File: src/rtl/scan_irq_pkg.sv
package scan_irq_pkg;

    typedef enum logic {
        FIRE_TERMINAL = 1'b0,
        FIRE_WRAP     = 1'b1
    } fire_mode_e;

    typedef enum logic [1:0] {
        REG_START   = 2'd0,
        REG_RELOAD  = 2'd1,
        REG_IRQ_ON  = 2'd2,
        REG_IRQ_OFF = 2'd3
    } reg_sel_e;

    typedef struct packed {
        logic fall;
        logic a12;
        logic a13;
    } vid_sample_t;

    function automatic logic is_line_edge(input logic prev_a12,
                                          input logic a12,
                                          input logic a13);
        return prev_a12 & ~a12 & ~a13;
    endfunction

endpackage

File: src/rtl/scan_irq_edge.sv
module scan_irq_edge
    import scan_irq_pkg::*;
(
    input  logic clk,
    input  logic rst,
    input  logic vid_rd_n,
    input  logic vid_a12,
    input  logic vid_a13,
    output logic line_evt
);

    logic        rd_prev_q;
    logic        a12_prev_q;
    vid_sample_t smp;

    always_comb begin
        smp.fall = rd_prev_q & ~vid_rd_n;
        smp.a12  = vid_a12;
        smp.a13  = vid_a13;
        line_evt = smp.fall & is_line_edge(a12_prev_q, smp.a12, smp.a13);
    end

    always_ff @(posedge clk) begin
        if (rst) begin
            rd_prev_q  <= 1'b1;
            a12_prev_q <= 1'b0;
        end else begin
            rd_prev_q <= vid_rd_n;
            if (smp.fall) begin
                a12_prev_q <= smp.a12;
            end
        end
    end


    evt_needs_strobe_low_chk: assert property (@(posedge clk) disable iff (rst)
        line_evt |-> (!vid_rd_n && !vid_a12 && !vid_a13));

endmodule

File: src/rtl/scan_irq_regs.sv
module scan_irq_regs
    import scan_irq_pkg::*;
#(
    parameter int CNT_W = 8
) (
    input  logic             clk,
    input  logic             rst,
    input  logic             cpu_wr,
    input  logic [1:0]       cpu_addr,
    input  logic [CNT_W-1:0] cpu_wdata,
    output logic [CNT_W-1:0] start_q,
    output logic             irq_en_q,
    output logic             pend_clear,
    output logic             reload_q
);

    reg_sel_e sel;

    always_comb begin
        sel        = reg_sel_e'(cpu_addr);
        pend_clear = cpu_wr && (sel == REG_RELOAD);
    end

    always_ff @(posedge clk) begin
        if (rst) begin
            start_q  <= '0;
            irq_en_q <= 1'b0;
            reload_q <= 1'b0;
        end else begin
            reload_q <= pend_clear;
            if (cpu_wr) begin
                unique case (sel)
                    REG_START:   start_q  <= cpu_wdata;
                    REG_IRQ_ON:  irq_en_q <= 1'b1;
                    REG_IRQ_OFF: irq_en_q <= 1'b0;
                    default:     ;
                endcase
            end
        end
    end


    enable_write_chk: assert property (@(posedge clk) disable iff (rst)
        (cpu_wr && cpu_addr == 2'd2) |=> irq_en_q);


    disable_write_chk: assert property (@(posedge clk) disable iff (rst)
        (cpu_wr && cpu_addr == 2'd3) |=> !irq_en_q);

endmodule

File: src/rtl/scan_irq_core.sv
module scan_irq_core
    import scan_irq_pkg::*;
#(
    parameter int         CNT_W      = 8,
    parameter fire_mode_e FIRE_MODE  = FIRE_TERMINAL,
    parameter int         WRAP_DELAY = 6
) (
    input  logic             clk,
    input  logic             rst,
    input  logic             line_evt,
    input  logic             reload_q,
    input  logic             pend_clear,
    input  logic [CNT_W-1:0] start_q,
    output logic             pend_q
);

    localparam logic [CNT_W-1:0] CNT_TOP = {CNT_W{1'b1}};

    logic [CNT_W-1:0] cnt_q;
    logic             step;
    logic             wrap_now;

    always_comb begin
        step     = line_evt & ~reload_q;
        wrap_now = step & (cnt_q == CNT_TOP);
    end

    always_ff @(posedge clk) begin
        if (rst) begin
            cnt_q <= '0;
        end else if (reload_q) begin
            cnt_q <= start_q;
        end else if (step) begin
            cnt_q <= cnt_q + 1'b1;
        end
    end

    generate
        if (FIRE_MODE == FIRE_TERMINAL) begin : g_terminal
            always_ff @(posedge clk) begin
                if (rst || pend_clear) begin
                    pend_q <= 1'b0;
                end else if (wrap_now) begin
                    pend_q <= 1'b1;
                end
            end


            terminal_source_chk: assert property (@(posedge clk) disable iff (rst)
                $rose(pend_q) |-> $past(line_evt && !reload_q && cnt_q == CNT_TOP));
        end else begin : g_wrap
            localparam int DLY_W = $clog2(WRAP_DELAY + 1);
            logic [DLY_W-1:0] dly_q;

            always_ff @(posedge clk) begin
                if (rst || pend_clear) begin
                    pend_q <= 1'b0;
                    dly_q  <= '0;
                end else begin
                    if (wrap_now) begin
                        dly_q <= DLY_W'(WRAP_DELAY);
                    end else if (dly_q != '0) begin
                        dly_q <= dly_q - 1'b1;
                    end
                    if (dly_q == DLY_W'(1)) begin
                        pend_q <= 1'b1;
                    end
                end
            end


            wrap_source_chk: assert property (@(posedge clk) disable iff (rst)
                $rose(pend_q) |-> ($past(dly_q) == DLY_W'(1)));
        end
    endgenerate


    reload_copy_chk: assert property (@(posedge clk) disable iff (rst)
        reload_q |=> (cnt_q == $past(start_q)));


    step_by_one_chk: assert property (@(posedge clk) disable iff (rst)
        (line_evt && !reload_q) |=> (cnt_q == CNT_W'($past(cnt_q) + 1'b1)));


    clear_wins_chk: assert property (@(posedge clk) disable iff (rst)
        pend_clear |=> !pend_q);


    pend_sticky_chk: assert property (@(posedge clk) disable iff (rst)
        (pend_q && !pend_clear) |=> pend_q);

endmodule

File: src/rtl/scan_irq_counter.sv
module scan_irq_counter
    import scan_irq_pkg::*;
#(
    parameter int         CNT_W      = 8,
    parameter fire_mode_e FIRE_MODE  = FIRE_TERMINAL,
    parameter int         WRAP_DELAY = 6
) (
    input  logic             clk,
    input  logic             rst,
    input  logic             vid_rd_n,
    input  logic             vid_a12,
    input  logic             vid_a13,
    input  logic             cpu_wr,
    input  logic [1:0]       cpu_addr,
    input  logic [CNT_W-1:0] cpu_wdata,
    output logic             irq_n
);

    logic             line_evt;
    logic [CNT_W-1:0] start_q;
    logic             irq_en_q;
    logic             pend_clear;
    logic             reload_q;
    logic             pend_q;

    scan_irq_edge u_edge (
        .clk      (clk),
        .rst      (rst),
        .vid_rd_n (vid_rd_n),
        .vid_a12  (vid_a12),
        .vid_a13  (vid_a13),
        .line_evt (line_evt)
    );

    scan_irq_regs #(.CNT_W(CNT_W)) u_regs (
        .clk        (clk),
        .rst        (rst),
        .cpu_wr     (cpu_wr),
        .cpu_addr   (cpu_addr),
        .cpu_wdata  (cpu_wdata),
        .start_q    (start_q),
        .irq_en_q   (irq_en_q),
        .pend_clear (pend_clear),
        .reload_q   (reload_q)
    );

    scan_irq_core #(
        .CNT_W      (CNT_W),
        .FIRE_MODE  (FIRE_MODE),
        .WRAP_DELAY (WRAP_DELAY)
    ) u_core (
        .clk        (clk),
        .rst        (rst),
        .line_evt   (line_evt),
        .reload_q   (reload_q),
        .pend_clear (pend_clear),
        .start_q    (start_q),
        .pend_q     (pend_q)
    );

    assign irq_n = ~(pend_q & irq_en_q);


    disable_keeps_flag_chk: assert property (@(posedge clk) disable iff (rst)
        (cpu_wr && cpu_addr == 2'd3 && pend_q) |=> pend_q);

endmodule

File: config.mk
export PLATFORM = sky130hd
export DESIGN_NAME = scan_irq_counter
export DESIGN_NICKNAME = d
export VERILOG_FILES = /design/src/rtl/scan_irq_pkg.sv /design/src/rtl/scan_irq_edge.sv /design/src/rtl/scan_irq_regs.sv /design/src/rtl/scan_irq_core.sv /design/src/rtl/scan_irq_counter.sv
export SDC_FILE = /design/constraint.sdc
export NUM_CORES = 1
export LEC_CHECK = 0
export ABC_AREA = 0
export BUFFER_PORTS_ARGS = -buffer_cell sky130_fd_sc_hd__buf_2
export CELL_PAD_IN_SITES_DETAIL_PLACEMENT = 0
export CELL_PAD_IN_SITES_GLOBAL_PLACEMENT = 2
export CORE_AREA = 2 2 47 82
export DETAILED_ROUTE_END_ITERATION = 10
export DIE_AREA = 0 0 49 84
export GPL_TIMING_DRIVEN = 0
export PLACE_DENSITY = 0.72
export SETUP_SLACK_MARGIN = 0.1
export SLEW_MARGIN = 0
export SYNTH_ARGS = -nofsm -noshare
export SYNTH_HDL_FRONTEND = slang
export SYNTH_SLANG_ARGS = --single-unit
export TNS_END_PERCENT = 10
File: constraint.sdc
create_clock -name clk -period 1.49 [get_ports clk]
set_input_delay 0.447 -clock clk [delete_from_list [all_inputs] [get_ports clk]]
set_output_delay 0.447 -clock clk [all_outputs]
set_load 0.01 [all_outputs]
== After elaboration in Yosys (flattened, before gate mapping) ==
Cells that the tools add are included.

* Bits in registers: 21
* Input port bits: 16
* Output and inout bits: 1
* Logic and storage cells: 34

* Eq/ne operators: 4
* Add/sub/neg operators: 1
* Reduce and logical (&&, ||, !) cells: 7
* Muxes and demuxes: 3
* Bitwise logic cells: 12

{| class="wikitable"
|+ Operators by type and width
! operator !! count
|-
| two-way mux 8 bit || 2
|-
| adder 8 x 1 -> 8 bit, second input constant || 1
|-
| equality test 8 bit, second input constant || 1
|-
| AND 1 bit || 7
|-
| inverter 1 bit || 5
|-
| equality test 2 bit, second input constant || 2
|-
| AND reduction 2 bit || 2
|-
| nonzero test 2 bit || 2
|-
| equality test 2 x 1 -> 1 bit, second input constant || 1
|-
| zero test 2 bit || 1
|-
| one-hot mux 1 bit (2 select lines) || 1
|-
| logical AND 1 bit || 1
|-
| logical OR 1 bit || 1
|}

== Logic depth before layout (Yosys ltp) ==
* Word-level depth: 7
* Gate-level depth with buffers: 5
* Gate-level depth less buffers: 5

== Modules after synthesis ==
A second synthesis with hierarchy kept.

* Cells, all modules: 107
* Area, all modules: 1,034.7 µm²

{| class="wikitable"
|+ By module, submodules not included
! module !! seq. area each (µm²) !! area each (µm²) !! cells each !! instances
|-
| scan_irq_core || 180.2 || 505.5 || 56 || 1
|-
| scan_irq_regs || 200.2 || 437.9 || 41 || 1
|-
| scan_irq_edge || 40.0 || 87.6 || 9 || 1
|-
| scan_irq_counter || 0.0 || 3.8 || 1 || 1
|}

== Worst setup path after synthesis ==
OpenSTA, ideal clock, no wires.

* Kind: in2reg
* From: input vid_rd_n
* To: register u_core.pend_q
* Data required time: 1.399 ns
* Arrival: 1.327 ns
* Stages: 5
* Path buffers: 1
* Setup time: 0.091 ns
* Slack: 0.072 ns
* Cell sequence: nand4bb_1 -> buf_6 -> nor4b_4 -> a31oi_1 -> a311oi_1

* Longest elaborated chain between the ends: 5

{| class="wikitable"
|+ RTL lines
! element !! RTL line !! text
|-
| from (decl) || scan_irq_counter.sv:10 || <nowiki>input logic vid_rd_n,</nowiki>
|-
| inverter 1 bit || scan_irq_edge.sv:17 || <nowiki>smp.fall = rd_prev_q & ~vid_rd_n;</nowiki>
|-
| AND 1 bit || scan_irq_edge.sv:17 ||
|-
| AND 1 bit || scan_irq_edge.sv:20 || <nowiki>line_evt = smp.fall & is_line_edge(a12_prev_q, smp.a12, smp.a13);</nowiki>
|-
| AND 1 bit || scan_irq_core.sv:24 || <nowiki>step = line_evt & ~reload_q;</nowiki>
|-
| AND 1 bit || scan_irq_core.sv:25 || <nowiki>wrap_now = step & (cnt_q == CNT_TOP);</nowiki>
|-
| to (signal assigned) || scan_irq_core.sv:42 || <nowiki>pend_q <= 1'b0;</nowiki>
|-
| to (signal assigned) || scan_irq_core.sv:44 || <nowiki>pend_q <= 1'b1;</nowiki>
|-
| to (decl) || scan_irq_core.sv:14 || <nowiki>output logic pend_q</nowiki>
|}

Every way passes these cells.
A chain may end at the register's enable or synchronous reset.

== Final worst setup path ==
Same ends and word-level chain as after synthesis.

==> summary.txt <==
Run status
  • Outcome: finished, final reports clean

Timing
  • Max Clock Freq: 729 MHz
  • Crit share post-route: 92.1%
  • Skew final: 1.09 ps
  • Rel. slew slack: 64.1%
  • Final setup violation count: 0
  • Tightest Pin Transition: approximately 540 ps
  • Crit path time final: 1370 ps
  • Final-report hold violation count: 0
  • Worst hold slack: 405 ps
  • Max-slew violation count: 0
  • RSZ-0062 raised after global routing: true

Route
  • DRT antenna net count: 0
  • DRT Pass-1 Iters: 3
  • DRC Markers: 0
  • Vias after detailed routing: 782
  • DRT iter0 DRCs: 19
  • Vias per cell: 4.52
  • Drt wl/cell: 11.7 um
  • Routed WL: 2030 um

Clock tree
  • Clk pin slew, worst setup/hold paths: 70 ps
  • Num CTS Buffers: 3
  • CTS sink cnt: 21
  • Htree depth: 1
  • Clock Tree Root: clkbuf_8
  • CTS tree: done
  • Clock latency on the worst-skew pair: 250 ps
  • Maximum clock insertion buffer count: 2

Final layout
  • Antenna diodes: 0
  • Final Util: 33.1%
  • Final-stage net count: around 150
  • Post-Layout Inst Area: around 1200 sq um
  • Synth-to-layout area growth: 19.1%
  • Ratio of cells with drive above 1 in the final layout: 22.8%
  • Finished Layout Cells: 173

Global routing
  • First-pass GRT wire length: 3500 um
  • Largest net degree at the start of global routing: 12
  • Grt ovf: 0
  • Initial antenna violation count: 0
  • Total GRT Usage: 11.0%
  • Vias in the first global route: 770

Worst setup path
  • Data arrival, critical path: 1540 ps
  • Crit path max fanout: 8
  • Crit path launch type: input port
  • Setup CP Type: in -> reg
  • Worst Setup End Kind: flip-flop
  • Worst Path Required: between 1500 and 2000 ps

Synthesis
  • Compound-gate portion of the synthesized area: between 10% and 20%
  • Register area share after synthesis: about 43%
  • Synth Register Bits: 21
  • Synth area leaders: dfxtp_1 43%, nor2_1 7.3%, mux2i_1 5.1%, a21oi_1 4.6%, xnor2_1 4.5%
  • Synth top area share: between 40 and 50%
  • Syn Area/Cell: around 9 sq um
  • Synth area leader: dfxtp_1
  • Mux contribution to synthesized area: 5.12%
  • Simple-Gate Fraction of Synth Area: a little over a quarter
  • Largest family of logic cells by synthesized area: simple AND/OR/NAND/NOR gates
  • Mapped Cells: 108
  • Mapped cell area: 978 sq um
  • Synth Area in XOR/XNOR: under 10%
  • Synth Area in Adders: 1.28%
  • Synth cell types: 28
  • YS warnings: 0
  • Total nets after synthesis: 125

Floorplanning
  • Die area: 4120 sq um
  • Num rows: 29
  • DIE HEIGHT: 84 um
  • I/O pin count: 17
  • Die W: 49 um
  • Core area: 3520 sq um
  • Initial Util: 27.8%

Power
  • Peak supply drop: 0.367 mV
  • LEAKAGE: around 0.43 nW
  • Pwr dens: 906 nW/um^2
  • Final Power: ~1.1 mW

Placed design
  • Hpwl dp: 1550 um
  • Inst Count DP: approximately 170
  • Post-place instance area: around 1100 sq um
  • Final GP Congestion: 0.719
  • Port Buf Inserts: 15

Worst hold path
  • Hold Path Class: in -> reg

Flow run
  • Max Cap Viol: 0
## layer usage
layer  share of wire (%)  vias up  GRT usage, %
li1                    -      414             -
met1                  41      353          11.7
met2                  54       11          20.5
met3                 2.6        4          1.61
met4                 1.9        0          5.45
met5                   0        -             0
## cells in the final DEF (no fill, tap or decap), drive strengths merged, types with 4 or more instances in the layout
master,netlist,final
dfxtp,21,21
nor2,19,19
buf,3,17
a21oi,9,9
clkbuf,3,8
inv,5,6
nand2,5,5
mux2i,5,5
xnor2,5,5
a21o,4,4
## synthesized netlist by cell type, drive strengths merged
cell      n
nor2b     2
a21o      4
clkinv    1
nor4bb    1
a21oi     9
or2       1
nor2     19
nand4bb   1
dfxtp    21
ha        1
clkbuf    3
buf       3
nand2     5
nor3b     2
nand3     2
o21ai     2
nor4      2
a311oi    3
inv       5
nand4     2
a211oi    3
nor3      3
a31oi     1
mux2i     5
nor4b     2
xnor2     5
## worst max-delay path, cell delays in order
cell and delay [ps]:
buf_2 110, nand4bb_1 210, buf_6 170, nor4b_4 270, a31oi_1 130, a311oi_1 200
## state kept, by name, indices dropped and copies added, names as in the netlist
register and count:
u_edge.rd_prev_q 1, u_regs.start_q 8, u_regs.irq_en_q 1, u_regs.reload_q 1, u_edge.a12_prev_q 1, u_core.pend_q 1, u_core.cnt_q 8
## kinds of logic (layout without fill, tap and decap cells)
kind of cell    after synthesis  in the layout
simple gates                 42             42
flops                        21             21
mux                           5              5
buf+inv                      12             31
fa+ha+maj                     1              1
compound gates               22             22
xor+xnor                      5              5
## area by class of cell
cell class,instances,area [sq um]
plain buffers,6,35.0
clock buffers,4,45.0
fillers,378,2350
flip-flops and latches,21,420
multi-input cells,75,509
repair buffers,15,75.1
well taps,46,57.6
inverters,6,22.5
## final timing paths
path,to,slack [ps],startpoint,cells after the start
worst min register to register,u_regs.start_q[2]$_SDFFE_PP0P_,500,u_regs.start_q[2]$_SDFFE_PP0P_,2
worst min-delay path,u_edge.rd_prev_q$_SDFF_PP1_,400,vid_rd_n,2
worst max-delay path,u_core.pend_q$_SDFFE_PP0P_,120,vid_rd_n,6
worst max register to register,u_core.pend_q$_SDFFE_PP0P_,160,u_edge.a12_prev_q$_SDFFE_PP0P_,5
## what timing repair did
action,4_1_cts,5_1_grt
hold buffers,0,0
setup endpoints to repair,1,10
setup buffers,0,0
cloned,0,0
resized for setup,0,3
## power breakdown
part / total, mW / leakage (nW) / internal (mW) / switching [mW]
Combinational: 0.103 / 0.239 / 0.0484 / 0.0546
Clock: 0.359 / 0.0228 / 0.190 / 0.169
Sequential: 0.593 / 0.171 / 0.581 / 0.0124
Total: 1.06 / 0.433 / 0.819 / 0.236
## metrics by stage
stage	TNS, ps	setup WS (ps)
global route	-0.829	-0.829
detailed placement	-820	-176
finish	0	118
floorplan	0	108
global placement	-563	-128
CTS	0	87.1
(Power assumes the default switching activity.)
